### src/rtl/spi_cmd_pkg.sv
package spi_cmd_pkg;

    localparam int DATA_W = 8;
    localparam int CNT_W  = 4;
    localparam int ADDR_W = 4;

    localparam logic [ADDR_W-1:0] ADR_OPCODE = 4'h0;
    localparam logic [ADDR_W-1:0] ADR_COUNTS = 4'h1;
    localparam logic [ADDR_W-1:0] ADR_CTRL   = 4'h2;
    localparam logic [ADDR_W-1:0] ADR_STATUS = 4'h3;
    localparam logic [ADDR_W-1:0] ADR_DATA   = 4'hC;
    localparam logic [ADDR_W-1:0] ADR_PTR    = 4'hD;

    localparam int CTRL_GO_BIT    = 0;
    localparam int CTRL_PRST_BIT  = 4;
    localparam int STAT_BUSY_BIT  = 7;

    typedef enum logic {
        SEQ_IDLE,
        SEQ_SHIFT
    } seq_state_e;

endpackage

### src/rtl/spi_cmd_buf.sv
module spi_cmd_buf
    import spi_cmd_pkg::*;
#(
    parameter int DEPTH = 8,
    localparam int PTR_W = $clog2(DEPTH)
) (
    input  logic              clk,
    input  logic              rst_n,
    input  logic              host_we,
    input  logic [PTR_W-1:0]  host_idx,
    input  logic [DATA_W-1:0] host_wdata,
    output logic [DATA_W-1:0] host_rdata,
    input  logic              eng_we,
    input  logic [PTR_W-1:0]  eng_widx,
    input  logic [DATA_W-1:0] eng_wdata,
    input  logic [PTR_W-1:0]  eng_ridx,
    output logic [DATA_W-1:0] eng_rdata
);

    logic [DATA_W-1:0] mem_d [DEPTH];
    logic [DATA_W-1:0] mem_q [DEPTH];

    always_comb begin
        for (int i = 0; i < DEPTH; i++) begin
            mem_d[i] = mem_q[i];
        end
        if (host_we) begin
            mem_d[host_idx] = host_wdata;
        end
        if (eng_we) begin
            mem_d[eng_widx] = eng_wdata;
        end
    end

    always_ff @(posedge clk or negedge rst_n) begin
        if (!rst_n) begin
            for (int i = 0; i < DEPTH; i++) begin
                mem_q[i] <= '0;
            end
        end else begin
            for (int i = 0; i < DEPTH; i++) begin
                mem_q[i] <= mem_d[i];
            end
        end
    end

    assign host_rdata = mem_q[host_idx];
    assign eng_rdata  = mem_q[eng_ridx];

endmodule

### src/rtl/spi_cmd_regs.sv
module spi_cmd_regs
    import spi_cmd_pkg::*;
#(
    parameter int DEPTH = 8,
    localparam int PTR_W = $clog2(DEPTH)
) (
    input  logic              clk,
    input  logic              rst_n,
    input  logic              reg_wr,
    input  logic              reg_rd,
    input  logic [ADDR_W-1:0] reg_addr,
    input  logic [DATA_W-1:0] reg_wdata,
    output logic [DATA_W-1:0] reg_rdata,
    input  logic              busy,
    output logic [DATA_W-1:0] opcode,
    output logic [CNT_W-1:0]  tx_cnt,
    output logic [CNT_W-1:0]  rx_cnt,
    output logic              go,
    output logic              host_we,
    output logic [PTR_W-1:0]  host_ptr,
    input  logic [DATA_W-1:0] host_rdata
);

    typedef struct packed {
        logic [DATA_W-1:0] opcode;
        logic [DATA_W-1:0] counts;
        logic [PTR_W-1:0]  ptr;
    } regs_t;

    regs_t r_d, r_q;

    logic wr_ok;
    logic data_acc;

    always_comb begin
        r_d      = r_q;
        go       = 1'b0;
        wr_ok    = reg_wr && !busy;
        host_we  = wr_ok && (reg_addr == ADR_DATA);
        data_acc = host_we || (reg_rd && (reg_addr == ADR_DATA));

        if (data_acc) begin
            r_d.ptr = r_q.ptr + 1'b1;
        end
        if (wr_ok) begin
            unique case (reg_addr)
                ADR_OPCODE: r_d.opcode = reg_wdata;
                ADR_COUNTS: r_d.counts = reg_wdata;
                ADR_CTRL: begin
                    if (reg_wdata[CTRL_PRST_BIT]) begin
                        r_d.ptr = '0;
                    end
                    go = reg_wdata[CTRL_GO_BIT];
                end
                default: ;
            endcase
        end
    end

    always_ff @(posedge clk or negedge rst_n) begin
        if (!rst_n) begin
            r_q <= '0;
        end else begin
            r_q <= r_d;
        end
    end

    always_comb begin
        reg_rdata = '0;
        unique case (reg_addr)
            ADR_OPCODE: reg_rdata = r_q.opcode;
            ADR_COUNTS: reg_rdata = r_q.counts;
            ADR_CTRL:   reg_rdata[CTRL_GO_BIT]   = busy;
            ADR_STATUS: reg_rdata[STAT_BUSY_BIT] = busy;
            ADR_DATA:   reg_rdata = host_rdata;
            ADR_PTR:    reg_rdata[PTR_W-1:0] = r_q.ptr;
            default:    reg_rdata = '0;
        endcase
    end

    assign opcode   = r_q.opcode;
    assign tx_cnt   = r_q.counts[CNT_W-1:0];
    assign rx_cnt   = r_q.counts[2*CNT_W-1:CNT_W];
    assign host_ptr = r_q.ptr;

endmodule

### src/rtl/spi_cmd_shifter.sv
module spi_cmd_shifter
    import spi_cmd_pkg::*;
#(
    parameter int DEPTH    = 8,
    parameter int HALF_DIV = 2,
    localparam int PTR_W  = $clog2(DEPTH),
    localparam int IDX_W  = CNT_W + 1,
    localparam int DIV_W  = (HALF_DIV > 1) ? $clog2(HALF_DIV) : 1,
    localparam int BIT_W  = $clog2(DATA_W)
) (
    input  logic              clk,
    input  logic              rst_n,
    input  logic              go,
    input  logic [DATA_W-1:0] opcode,
    input  logic [CNT_W-1:0]  tx_cnt,
    input  logic [CNT_W-1:0]  rx_cnt,
    output logic [PTR_W-1:0]  buf_ridx,
    input  logic [DATA_W-1:0] buf_rdata,
    output logic              buf_we,
    output logic [PTR_W-1:0]  buf_widx,
    output logic [DATA_W-1:0] buf_wdata,
    output logic              busy,
    output logic              spi_sclk,
    output logic              spi_cs_n,
    output logic              spi_mosi,
    input  logic              spi_miso
);

    typedef struct packed {
        seq_state_e        st;
        logic [DIV_W-1:0]  div;
        logic              sclk;
        logic              cs_n;
        logic [DATA_W-1:0] tx_sh;
        logic [DATA_W-1:0] rx_sh;
        logic [BIT_W-1:0]  bitn;
        logic [IDX_W-1:0]  byten;
    } seq_t;

    seq_t s_d, s_q;

    logic [IDX_W-1:0] last_byte;
    logic [IDX_W-1:0] tx_ext;
    logic             half_done;

    always_comb begin
        s_d       = s_q;
        buf_we    = 1'b0;
        buf_widx  = '0;
        buf_wdata = s_q.rx_sh;
        tx_ext    = IDX_W'(tx_cnt);
        last_byte = tx_ext + IDX_W'(rx_cnt);
        half_done = (s_q.div == DIV_W'(HALF_DIV - 1));

        unique case (s_q.st)
            SEQ_IDLE: begin
                if (go) begin
                    s_d.st    = SEQ_SHIFT;
                    s_d.cs_n  = 1'b0;
                    s_d.sclk  = 1'b0;
                    s_d.div   = '0;
                    s_d.tx_sh = opcode;
                    s_d.bitn  = '0;
                    s_d.byten = '0;
                end
            end
            SEQ_SHIFT: begin
                if (!half_done) begin
                    s_d.div = s_q.div + 1'b1;
                end else begin
                    s_d.div = '0;
                    if (!s_q.sclk) begin
                        s_d.sclk  = 1'b1;
                        s_d.rx_sh = {s_q.rx_sh[DATA_W-2:0], spi_miso};
                    end else begin
                        s_d.sclk = 1'b0;
                        if (s_q.bitn == BIT_W'(DATA_W - 1)) begin
                            s_d.bitn = '0;
                            if (s_q.byten > tx_ext) begin
                                buf_we   = 1'b1;
                                buf_widx = PTR_W'(s_q.byten - 1'b1);
                            end
                            if (s_q.byten == last_byte) begin
                                s_d.st    = SEQ_IDLE;
                                s_d.cs_n  = 1'b1;
                                s_d.tx_sh = '0;
                            end else begin
                                s_d.byten = s_q.byten + 1'b1;
                                s_d.tx_sh = (s_q.byten < tx_ext) ? buf_rdata : '0;
                            end
                        end else begin
                            s_d.bitn  = s_q.bitn + 1'b1;
                            s_d.tx_sh = {s_q.tx_sh[DATA_W-2:0], 1'b0};
                        end
                    end
                end
            end
            default: s_d.st = SEQ_IDLE;
        endcase
    end

    always_ff @(posedge clk or negedge rst_n) begin
        if (!rst_n) begin
            s_q      <= '0;
            s_q.st   <= SEQ_IDLE;
            s_q.cs_n <= 1'b1;
        end else begin
            s_q <= s_d;
        end
    end

    assign buf_ridx = PTR_W'(s_q.byten);
    assign busy     = (s_q.st == SEQ_SHIFT);
    assign spi_sclk = s_q.sclk;
    assign spi_cs_n = s_q.cs_n;
    assign spi_mosi = s_q.tx_sh[DATA_W-1];

endmodule

### src/rtl/spi_cmd_engine.sv
module spi_cmd_engine
    import spi_cmd_pkg::*;
#(
    parameter int DEPTH    = 8,
    parameter int HALF_DIV = 2
) (
    input  logic        clk,
    input  logic        rst_n,
    input  logic        reg_wr,
    input  logic        reg_rd,
    input  logic [3:0]  reg_addr,
    input  logic [7:0]  reg_wdata,
    output logic [7:0]  reg_rdata,
    output logic        spi_sclk,
    output logic        spi_cs_n,
    output logic        spi_mosi,
    input  logic        spi_miso
);

    localparam int PTR_W = $clog2(DEPTH);

    logic              busy;
    logic              go;
    logic [DATA_W-1:0] opcode_val;
    logic [CNT_W-1:0]  tx_cnt;
    logic [CNT_W-1:0]  rx_cnt;
    logic              host_we;
    logic [PTR_W-1:0]  host_ptr;
    logic [DATA_W-1:0] host_rdata;
    logic              eng_we;
    logic [PTR_W-1:0]  eng_widx;
    logic [DATA_W-1:0] eng_wdata;
    logic [PTR_W-1:0]  eng_ridx;
    logic [DATA_W-1:0] eng_rdata;

    spi_cmd_regs #(.DEPTH(DEPTH)) regs_i (
        .clk        (clk),
        .rst_n      (rst_n),
        .reg_wr     (reg_wr),
        .reg_rd     (reg_rd),
        .reg_addr   (reg_addr),
        .reg_wdata  (reg_wdata),
        .reg_rdata  (reg_rdata),
        .busy       (busy),
        .opcode     (opcode_val),
        .tx_cnt     (tx_cnt),
        .rx_cnt     (rx_cnt),
        .go         (go),
        .host_we    (host_we),
        .host_ptr   (host_ptr),
        .host_rdata (host_rdata)
    );

    spi_cmd_buf #(.DEPTH(DEPTH)) buf_i (
        .clk        (clk),
        .rst_n      (rst_n),
        .host_we    (host_we),
        .host_idx   (host_ptr),
        .host_wdata (reg_wdata),
        .host_rdata (host_rdata),
        .eng_we     (eng_we),
        .eng_widx   (eng_widx),
        .eng_wdata  (eng_wdata),
        .eng_ridx   (eng_ridx),
        .eng_rdata  (eng_rdata)
    );

    spi_cmd_shifter #(.DEPTH(DEPTH), .HALF_DIV(HALF_DIV)) seq_i (
        .clk       (clk),
        .rst_n     (rst_n),
        .go        (go),
        .opcode    (opcode_val),
        .tx_cnt    (tx_cnt),
        .rx_cnt    (rx_cnt),
        .buf_ridx  (eng_ridx),
        .buf_rdata (eng_rdata),
        .buf_we    (eng_we),
        .buf_widx  (eng_widx),
        .buf_wdata (eng_wdata),
        .busy      (busy),
        .spi_sclk  (spi_sclk),
        .spi_cs_n  (spi_cs_n),
        .spi_mosi  (spi_mosi),
        .spi_miso  (spi_miso)
    );

endmodule

### config.mk
export PLATFORM = sky130hd
export DESIGN_NAME = spi_cmd_engine
export DESIGN_NICKNAME = d
export VERILOG_FILES = /design/src/rtl/spi_cmd_pkg.sv /design/src/rtl/spi_cmd_buf.sv /design/src/rtl/spi_cmd_regs.sv /design/src/rtl/spi_cmd_shifter.sv /design/src/rtl/spi_cmd_engine.sv
export SDC_FILE = /design/constraint.sdc
export NUM_CORES = 1
export LEC_CHECK = 0
export BUFFER_PORTS_ARGS = -buffer_cell sky130_fd_sc_hd__buf_2
export CORE_MARGIN = 3
export CORE_UTILIZATION = 51
export CTS_CLUSTER_SIZE = 24
export DETAILED_ROUTE_END_ITERATION = 10
export PLACE_DENSITY = 0.68
export SKIP_LAST_GASP = 1
export SLEW_MARGIN = 20
export SYNTH_ARGS = -nofsm -noshare
export SYNTH_HDL_FRONTEND = slang
export SYNTH_SLANG_ARGS = --single-unit
### constraint.sdc
create_clock -name clk -period 5.15 [get_ports clk]
set_clock_uncertainty 0.2 [all_clocks]
set_input_delay 0.2575 -clock clk [delete_from_list [all_inputs] [get_ports clk]]
set_output_delay 0.2575 -clock clk [all_outputs]
set_load 0.01 [all_outputs]
==> results of run 1 <==
[worst paths after layout]
path,from,to,slack (ns)
setup / recovery,seq_i.buf_ridx[1],buf_i.mem_q[45],1.80
hold / removal,reg_wdata[3],regs_i.tx_cnt[3],0.07
setup reg to reg,seq_i.buf_ridx[1],buf_i.mem_q[45],1.80
hold reg to reg,seq_i.s_q[19],seq_i.s_q[19],0.34
max in group asynchronous,rst_n,buf_i.mem_q[17],3.22
min in group asynchronous,rst_n,regs_i.host_ptr[1],0.34
[kinds of logic after synthesis]
family / share of synthesized area
flip-flops: 0.385
AO/OA/AOI/OAI: 0.0930
adder cells (fa/ha/maj): 0.0253
XOR/XNOR: 0.0128
AND/OR/NAND/NOR: 0.122
multiplexers: 0.322
buffers and inverters: 0.0396
[per-stage QoR]
step,power (mW),cells,hold slack (ns),setup slack (ns),utilization
2_1_floorplan,2.28,630,-0.238,2.49,-
3_3_place_gp,2.59,788,0.198,1.83,0.546
3_5_place_dp,2.65,788,0.217,1.86,0.547
4_1_cts,3.41,806,0.0560,1.85,0.571
5_1_grt,3.61,806,0.0892,1.67,0.571
6_report,3.41,806,0.0686,1.80,0.571
[per-layer routing]
metal	vias to the layer above	share of wire	wire length, um
met5	-	0	0
met4	0	0.039	746
met3	46	0.062	1200
met2	176	0.47	9100
met1	2638	0.43	8260
li1	2344	-	-
[worst min-delay path: stages]
cell	delay, ns
buf_2	0.18
nand2_1	0.08
o21ai_0	0.07
[cell type report]
type	instances	area share
Clock buffer	12	0.0306
Multi-Input combinational cell	457	0.538
Sequential cell	111	0.360
Timing Repair Buffer	37	0.0282
Inverter	9	0.00438
Tap cell	176	0.0285
Clock inverter	4	0.0101
[registers in the layout, summed over array words and instances (netlist names), 3 cells and up]
name             cells
buf_i.mem_q         64
regs_i.host_ptr      3
regs_i.opcode        8
regs_i.rx_cnt        4
regs_i.tx_cnt        4
seq_i.buf_ridx       3
seq_i.buf_wdata      8
seq_i.s_q           12
[layout by cell type (no fill, tap or decap), types with 4 or more instances in the layout]
cell,Yosys,routed
mux2_2,113,113
dfrtp_1,110,110
nor2_1,39,39
a21oi_1,36,36
mux2i_1,31,31
buf_2,17,26
mux4_2,22,22
nand2_1,20,20
o21ai_0,18,18
nand3_1,17,17
mux2_4,16,16
o22ai_1,13,13
ha_1,13,13
nor2b_1,11,11
inv_1,9,9
clkbuf_16,0,9
buf_4,0,9
and3_1,8,8
nand4b_1,8,8
xnor2_1,6,6
or4_1,4,4
a22o_1,4,4
a22oi_1,4,4
[report_power, final]
group / total, mW / internal, mW / switching [mW]
Combinational: 1.25 / 0.640 / 0.608
Sequential: 1.40 / 1.08 / 0.317
Clock: 0.766 / 0.431 / 0.335
Total: 3.41 / 2.15 / 1.26
==> results.tsv, run 1 <==
stage	metric	value	unit
outcome	status	completed	
cts	cts_tree	yes	
timing	fin_setup_tns	0	ns
global_routing	grt_remaining_overflow	0	
global_routing	busiest_layer	met2	
timing	hold_viol	0	
routing	ant_nets	0	
global_routing	grt_pass1_vias	5312	
hold_path	min_path_type	in -> reg	
routing	drtIter0Drc	448	
logic_synthesis	seq_area_frac_synth	0.385	
routing	first_pass_iters	5	
cts	ctsHoldBuffers	2	
routing	vias	5204	
global_routing	use_met1	0.332	
critical_path	crit_path_end_kind	flip-flop	
floorplanning	pin_count	28	
cts	clk_path_buf_depth	2	
floorplanning	initial_core_util	0.534	
floorplanning	core_area	13500	um^2
floorplanning	die-area	15600	um^2
place	gp_congestion	0.927	
critical_path	crit_arrival	3.40	ns
routing	post_drt_wl_per_cell	24.0	um
logic_synthesis	ys_seq_elements	111	
global_routing	grt_max_degree	64	
timing	finalCritPeriodShare	0.651	
logic_synthesis	yosys_warnings	0	
critical_path	path_class	reg -> reg	
critical_path	critPathTopFamily	simple AND/OR/NAND/NOR gates	
logic_synthesis	synth.most_common_cell	mux2_2	
logic_synthesis	synth_commonest_cells	mux2_2, dfrtp_1, nor2_1	
critical_path	worstRegToRegCells	6	
cells_and_area	drive_above_1_share	0.356	
timing	worstMarginPinSlew	0.997	ns
logic_synthesis	syn_nets	661	
floorplanning	row_count	42	
pwr	pwr_density_cell	442	nW/um^2
routing	routed_wl	19300	um
routing	route.detailed.drc	0	
cts	clkTransAtPathRegs	0.07	ns
cells_and_area	multi_input_area	4150	um^2
cts	cts.htree.levels	3	
critical_path	start_kind	flip-flop	
logic_synthesis	synth_top_area_frac	0.382	
cts	cts_buffers	9	
cts	clk_latency	0.37	ns
logic_synthesis	ys.flop_type	dfrtp_1	
global_routing	gr-usage-met3	0.0630	
critical_path	crit_required	5.20	ns
logic_synthesis	synth_area_leaders	dfrtp_1, mux2_2, mux4_2	
place	io_buffers	27	
critical_path	slowest_delay	1.00	ns
critical_path	cp.depth	6	
timing	slew_violations	0	
place	place_hpwl	13400	um
logic_synthesis	synth.cell_area	7210	um^2
critical_path	path_cells	ha_1 > and2_1 > a31oi_2 > nand2_1 > or4_1 > mux2_4	
cells_and_area	synthToLayoutAreaGrowth	7.03	%
timing	min_period	3.35	ns
hold_path	hold_depth	3	
critical_path	path_buf_inv	0	
logic_synthesis	synth_area_leader_cell	dfrtp_1	
timing	setup_violations	0	
pwr	peakVddDrop	0.000232	V
timing	max_clock_freq	298	MHz
flow_run	cap_viol_max_count	0	
logic_synthesis	synthArstFlopShare	1.00	
timing	rsz0062_at_grt	no	
place	place_area	7380	um^2
logic_synthesis	synthCells	630	
logic_synthesis	synth.distinct_cells	70	
routing	via_per_inst	6.46	
cts	clkSinkCount	111	
cells_and_area	seqCellArea	2780	um^2
logic_synthesis	synth_edf_count	0	
global_routing	met2_usage	0.398	
cells_and_area	nFillCells	1146	
critical_path	path_max_fanout	21	
cells_and_area	diodes	0	
global_routing	antenna_found_initial	0	
global_routing	grt_pass1_wl	30600	um
cts	clockRootBuffer	clkbuf_16	
global_routing	track_usage	0.252	
floorplanning	die_h	125	um
cells_and_area	nets	656	
critical_path	crit_path_top_delay_cell	dfrtp_1	
cells_and_area	stdcell_area	7720	um^2
logic_synthesis	avgSynthCellArea	11.4	um^2
cts	post-cts-setup-buffers	0	
cts	post_cts_resized	0	
floorplanning	die_width	125	um
timing	maxSlewHeadroom	0.335	
pwr	leakagePower	3.44	nW
Power figures use the tool's default switching activity.
==> inputs of run 2 (changes only) <==
- ABC_AREA: not set -> 1
- clock period: 5.15 -> 3.1 ns (I/O delays scaled with it)
==> run 2 against run 1 <==
Area after synthesis is 1.1% higher. Non-clock buffer count is 8 higher. Count of clock-buffer cells in the layout is 3 lower. Critical endpoint is now reg_rdata[1]. Largest power group unchanged. Highest routed layer unchanged.
==> results.tsv, run 2 <==
stage	metric	value	unit	change
outcome	status	completed		
place	io_buffers	27		unchanged
critical_path	slowest_delay	0.53	ns	-0.47 ns
timing	fin_setup_tns	0	ns	unchanged
pwr	pwr_density_cell	692	nW/um^2	+56%
critical_path	crit_arrival	2.54	ns	-0.86 ns
critical_path	worstRegToRegCells	11		+5
cts	clockRootBuffer	clkbuf_16		
hold_path	min_path_type	in -> reg		
cells_and_area	layout_common_cells	nand2_1, nand3_1, inv_1, dfrtp_1, o21ai_0		
logic_synthesis	synthCells	1087		+73%
flow_run	cap_viol_max_count	0		unchanged
pwr	switching_share	0.418		+0.0487
cts	cts_buffers	9		unchanged
critical_path	crit_required	2.74	ns	-2.46 ns
critical_path	worst_path_most_repeated_cell	nand2_1		
timing	hold_viol	0		unchanged
logic_synthesis	ys.flop_type	dfrtp_1		
logic_synthesis	ys_seq_elements	111		unchanged
critical_path	path_class	reg -> out		
cells_and_area	largest_register_ffs	64		unchanged
critical_path	r2r-end	buf_i.mem_q[30]		
floorplanning	core_area	13900	um^2	+3.2%
cells_and_area	diodes	0		unchanged
logic_synthesis	synth_fa_ha_area_frac	0.0251		-0.000265
critical_path	path_max_fanout	9		-57%
cts	cts.htree.levels	3		unchanged
critical_path	critPathTopFamily	simple AND/OR/NAND/NOR gates		
timing	rsz0062_at_grt	no		
critical_path	ff2ff_setup_slack	0.48	ns	-1.32 ns
critical_path	path_buf_inv	2		+2
critical_path	r2r-start	regs_i.tx_cnt[3]		
critical_path	crit_path_end_kind	output port		
logic_synthesis	synthSimpleGateAreaFrac	0.358		+0.236
place	dp_cells	1250		+59%
cells_and_area	instances_no_fill	1270		+58%
logic_synthesis	synthArstFlopShare	1.00		unchanged
floorplanning	initial_core_util	0.523		-0.0110
cts	clkTransAtPathRegs	0.08	ns	about the same
pwr	leakagePower	4.02	nW	+17%
routing	via_per_inst	5.68		-12%
critical_path	startpoint	regs_i.host_ptr[2]		
critical_path	start_kind	flip-flop		
global_routing	grt_remaining_overflow	0		unchanged
timing	min_period	2.89	ns	
global_routing	track_usage	0.300		+0.0484
cts	clk_path_buf_depth	2		unchanged
logic_synthesis	synth-xor-area-share	0.00481		-0.00803
cts	clk_latency	0.37	ns	about the same
global_routing	grt_pass1_vias	6415		+21%
cts	clkSinkCount	111		unchanged
timing	finalCritPeriodShare	0.932		
logic_synthesis	synth_top_area_frac	0.378		-0.00400
logic_synthesis	synth.distinct_cells	38		-46%
logic_synthesis	yosys-mux-area-fraction	0		-0.322
cells_and_area	synthToLayoutAreaGrowth	7.21	%	
floorplanning	row_count	43		+2.4%
logic_synthesis	seq_area_frac_synth	0.381		-0.00404
pwr	peakVddDrop	0.000467	V	+100%
floorplanning	die_h	126	um	+0.50%
logic_synthesis	synth.most_common_cell	nand2_1		
routing	ant_nets	0		unchanged
routing	routed_wl	23700	um	+23%
timing	max_clock_freq	346	MHz	
routing	vias	7211		+39%
pwr	p_seq_frac	0.399		-0.011
pwr	combinationalPowerShare	0.359		-0.007
logic_synthesis	synth_area_leader_cell	dfrtp_1		
cells_and_area	drive_above_1_share	0.0706		-0.285
floorplanning	pin_count	28		unchanged
global_routing	grt_max_degree	65		+1.6%
floorplanning	die_width	126	um	+0.50%
global_routing	antenna_found_initial	0		unchanged
logic_synthesis	synth.cell_area	7290	um^2	+1.1%
logic_synthesis	avgSynthCellArea	6.70	um^2	-41%
place	gp_congestion	0.926		about the same
cells_and_area	final_common_cell	nand2_1		
routing	first_pass_iters	6		+1
timing	maxSlewHeadroom	0.468		+0.133
cells_and_area	reg.largest.list	buf_i.mem_q: 64 flops, seq_i.s_q: 12 flops		
pwr	clock_power_share	0.242		+0.018
logic_synthesis	synth_commonest_cells	nand2_1, nand3_1, inv_1		
timing	hold_ws	0.0153	ns	-0.0534 ns
cells_and_area	top_register	buf_i.mem_q		
logic_synthesis	synth_top_family_by_area	simple AND/OR/NAND/NOR gates		
critical_path	crit_path_top_delay_cell	nand3_1		
global_routing	grt_pass1_wl	37000	um	+21%
routing	route.detailed.drc	0		unchanged
logic_synthesis	syn_nets	1118		+69%
logic_synthesis	yosys_warnings	0		unchanged
logic_synthesis	synth_compound_area_frac	0.120		+0.0270
logic_synthesis	synth_area_leaders	dfrtp_1, nand2_1, nand3_1		
logic_synthesis	synth_edf_count	0		unchanged
pwr	p_switching	2.26	mW	+79%
pwr	p_int	3.15	mW	+46%
timing	setup_violations	0		unchanged
timing	slew_violations	0		unchanged
cts	cts_tree	yes		
place	place_hpwl	16600	um	+23%
critical_path	path_cells	inv_1 > nand3_1 > o22ai_1 > nor2_1 > nand2_1 > o21ai_0 > nand2_1 > buf_2		
routing	drtIter0Drc	1002		+120%
critical_path	critPathCapture	reg_rdata[1]		
critical_path	cp.depth	8		+2
cells_and_area	nets	1116		+70%
routing	post_drt_wl_per_cell	18.6	um	-22%
floorplanning	die-area	15800	um^2	+1.0%
timing	worstMarginPinSlew	0.798	ns	-0.199 ns
## run 2: cell count changes in the layout (fill, tap and decap cells not counted), sizes merged, moves of 31 or more
cell | before | now
nor2 | 42 | 83
inv | 11 | 128
mux2i | 31 | 0
nand2 | 23 | 373
o21ai | 19 | 108
nand3 | 18 | 136
mux2 | 129 | 0
## run 2: worst reg2reg max path, delay by kind of cell, from the launching register on
family                     cells  cell delay [ns]
DFF                            1             0.38
adders and majority gates      1             0.27
buffers and inverters          2             0.11
and+or+nand+nor                8             1.54
## run 2: power by group through the flow
stage / Combinational [mW] / Clock (mW) / Sequential (mW)
finish: 1.94 / 1.31 / 2.16
global placement: 1.86 / 0 / 2.17
CTS: 1.90 / 1.32 / 2.15
global route: 2.15 / 1.38 / 2.20
detailed placement: 1.88 / 0 / 2.17
floorplan: 1.41 / 0 / 1.98
## run 2: final cells by class
class                   count  area (um^2)
repair buffers             45          295
clock buffers               9          225
fillers                  1383         6120
clock inverters             7          103
multi-input cells         789         3700
flip-flops and latches    111         2780
inverters                 129          484
well taps                 180          225
## run 2: repair_timing
action / CTS / global route
hold buffers: 4 / 0
resized for setup: 0 / 0
hold endpoints to repair: 59 / 0
buffers inserted: 0 / 0
## run 2: stage by stage
| step | instance area, um^2 | power, mW | util | setup WS (ns) |
|---|---|---|---|---|
| floorplan | 7290 | 3.39 | - | 0.459 |
| global placement | 7440 | 4.03 | 0.534 | 0.602 |
| detailed placement | 7440 | 4.05 | 0.534 | 0.519 |
| CTS | 7810 | 5.37 | 0.561 | 0.307 |
| global route | 7810 | 5.73 | 0.561 | 0.153 |
| finish | 7810 | 5.40 | 0.561 | 0.209 |
## run 2: routing by layer
metal / global-route usage / share of wire / vias to the layer above
met5: 0 / 0 / -
met4: 0.114 / 0.034 / 0
met3: 0.0833 / 0.12 / 61
met2: 0.414 / 0.41 / 407
met1: 0.447 / 0.43 / 3270
li1: - / - / 3473
## run 2: logic make-up (layout without fill, tap and decap cells)
| kind of cell | Yosys count | after routing |
|---|---|---|
| compound gates | 163 | 163 |
| xor+xnor | 4 | 4 |
| simple gates | 608 | 608 |
| fa+ha+maj | 14 | 14 |
| buf+inv | 187 | 190 |
| flops | 111 | 111 |
## run 2: worst min-delay path by stage
| stage | startpoint | end | slack, ns | cells past startpoint |
|---|---|---|---|---|
| 4_1_cts | reg_wdata[0] | regs_i.opcode[0] | 0.003 | 3 |
| 3_3_place_gp | rst_n | buf_i.mem_q[41] | 0.08 | 1 |
| 6_report | reg_wdata[2] | regs_i.opcode[2] | 0.02 | 3 |
| 2_1_floorplan | rst_n | buf_i.mem_q[0] | -0.34 | 0 |
| 3_5_place_dp | rst_n | buf_i.mem_q[42] | 0.08 | 1 |
| 5_1_grt | reg_wdata[2] | regs_i.opcode[2] | 0.03 | 3 |
==> inputs of run 3 (changes only) <==
- PLACE_DENSITY: 0.68 -> not set
- PLACE_DENSITY_LB_ADDON: not set -> 0.08
==> run 3 against run 2 <==
Power is 1.7% lower. Die area unchanged. Combinational power down 2%. Cell count barely moved. Hold slack got worse by 0.0023 ns. Utilization down 0.11 points. Non-clock buffer count up 1. Register-to-register slack lost 0.04 ns. Via count fell by 1.1%. Largest power group unchanged. Highest routed layer unchanged.
==> results.tsv, run 3 (synthesized netlist as in run 2, its figures left out) <==
stage	metric	value	unit	change
outcome	status	completed		
critical_path	r2r-start	regs_i.tx_cnt[0]		
timing	hold_viol	0		unchanged
cts	cts.htree.levels	3		unchanged
floorplanning	row_count	43		unchanged
critical_path	worstRegToRegCells	10		-1
pwr	leakagePower	4.02	nW	-0.24%
place	io_buffers	27		unchanged
floorplanning	die_h	126	um	unchanged
global_routing	track_usage	0.301		+0.000443
global_routing	grt_max_degree	61		-6.2%
critical_path	worst_path_most_repeated_cell	nand2_1		
cells_and_area	top_register	buf_i.mem_q		
routing	via_per_inst	5.61		-1.2%
critical_path	crit_required	2.74	ns	about the same
timing	max_clock_freq	360	MHz	+4.0%
cells_and_area	nets	1117		+0.090%
place	place_hpwl	16600	um	about the same
cts	cts_buffers	9		unchanged
cells_and_area	final_common_cell	nand2_1		
cts	post_cts_resized	0		unchanged
routing	routed_wl	23100	um	-2.6%
floorplanning	core_area	13900	um^2	unchanged
global_routing	antenna_found_initial	0		unchanged
cts	clk_latency	0.37	ns	about the same
timing	finalCritPeriodShare	0.896		-0.0361
critical_path	start_kind	flip-flop		
cells_and_area	drive_above_1_share	0.0706		about the same
timing	maxSlewHeadroom	0.493		+0.0248
floorplanning	die_width	126	um	unchanged
routing	ant_nets	0		unchanged
cells_and_area	utilization	0.559		-0.00108
cells_and_area	reg.largest.list	buf_i.mem_q: 64 flops, seq_i.s_q: 12 flops		
cells_and_area	stdcell_area	7800	um^2	-0.19%
timing	worstMarginPinSlew	0.761	ns	-0.0373 ns
global_routing	grt_pass1_vias	6482		+1.0%
cts	clkTransAtPathRegs	0.07	ns	about the same
hold_path	min_path_type	in -> reg		
global_routing	grt_remaining_overflow	0		unchanged
cells_and_area	diodes	0		unchanged
routing	vias	7129		-1.1%
cts	cts_tree	yes		
cells_and_area	seqCellArea	2780	um^2	unchanged
timing	fin_setup_tns	0	ns	unchanged
routing	drtIter0Drc	864		-14%
critical_path	cp.depth	8		unchanged
pwr	peakVddDrop	0.000490	V	+5.1%
floorplanning	pin_count	28		unchanged
cells_and_area	nFillCells	1392		+0.65%
cells_and_area	multi_input_area	3700	um^2	unchanged
timing	rsz0062_at_grt	no		
critical_path	path_buf_inv	2		unchanged
critical_path	crit_path_end_kind	output port		
critical_path	crit_path_top_delay_cell	nand2_1		
cts	post-cts-setup-buffers	0		unchanged
cts	clk_path_buf_depth	2		unchanged
timing	hold_ws	0.0129	ns	-0.00231 ns
global_routing	grt_pass1_wl	36900	um	about the same
cells_and_area	layout_common_cells	nand2_1, nand3_1, inv_1, dfrtp_1, o21ai_0		
critical_path	path_class	reg -> out		
timing	min_period	2.78	ns	-0.112 ns
routing	post_drt_wl_per_cell	18.1	um	-2.7%
cts	ctsHoldBuffers	5		+1
cts	clkSinkCount	111		unchanged
flow_run	cap_viol_max_count	0		unchanged
pwr	pwr_density_cell	681	nW/um^2	-1.5%
routing	route.detailed.drc	0		unchanged
critical_path	critPathTopFamily	simple AND/OR/NAND/NOR gates		
cells_and_area	largest_register_ffs	64		unchanged
critical_path	path_max_fanout	9		unchanged
critical_path	crit_arrival	2.42	ns	-0.12 ns
critical_path	critPathCapture	reg_rdata[4]		
critical_path	startpoint	regs_i.host_ptr[0]		
timing	slew_violations	0		unchanged
critical_path	ff2ff_setup_slack	0.44	ns	-0.04 ns
critical_path	r2r-end	seq_i.s_q[4]		
critical_path	path_cells	clkinv_1 > nand2_1 > o22ai_1 > nor2_1 > nand4_1 > nand2_1 > nand2_1 > buf_2		
floorplanning	die-area	15800	um^2	unchanged
place	place_area	7440	um^2	unchanged
floorplanning	initial_core_util	0.523		unchanged
place	gp_congestion	0.955		+3.1%
cells_and_area	synthToLayoutAreaGrowth	7.01	%	
cts	clockRootBuffer	clkbuf_16		
timing	setup_violations	0		unchanged
routing	first_pass_iters	8		+2
critical_path	slowest_delay	0.50	ns	-0.03 ns
## run 3: cell count changes in the layout (fill, tap and decap cells not counted), sizes merged
cell | previous run | this run
dlygate4sd3 | 4 | 5
inv | 128 | 129
bufinv | 2 | 1
clkinvlp | 0 | 1
clkinv | 6 | 5
## run 3: where the power goes
group          switching, mW  internal [mW]
sequential             0.351           1.81
clock                  0.609          0.639
combinational           1.29          0.606
total                   2.25           3.06
## run 3: how the worst min path moves through the flow
stage,from,end,slack (ns),depth (start not counted)
2_1_floorplan,rst_n,buf_i.mem_q[0],-0.34,0
3_3_place_gp,rst_n,buf_i.mem_q[13],0.07,1
3_5_place_dp,rst_n,buf_i.mem_q[13],0.06,1
4_1_cts,reg_rd,regs_i.host_ptr[0],0.004,4
5_1_grt,reg_wdata[7],regs_i.rx_cnt[3],0.02,3
6_report,reg_wdata[6],regs_i.opcode[6],0.01,3
## run 3: stage by stage
step	cells	setup WS, ns	power [mW]
2_1_floorplan	1087	0.459	3.39
3_3_place_gp	1250	0.550	4.02
3_5_place_dp	1250	0.511	4.03
4_1_cts	1271	0.365	5.29
5_1_grt	1271	0.196	5.68
6_report	1271	0.321	5.31
## run 3: layout make-up
cell class,count,share of cell area
tap,180,0.0289
clock inverter,7,0.00995
multi-input combinational,789,0.474
sequential,111,0.357
clock buffer,9,0.0289
timing repair buffer,46,0.0392
inverter,129,0.0621
## run 3: routing by layer
metal	part of all wire	routed length, um	GRT usage
met4	0.037	853	0.114
met5	0	0	0
met2	0.40	9230	0.399
met3	0.097	2230	0.0692
met1	0.47	10700	0.470
## run 3: worst min-delay path: stages
cell and delay [ns]:
buf_2 0.20, inv_1 0.10, o21ai_0 0.08
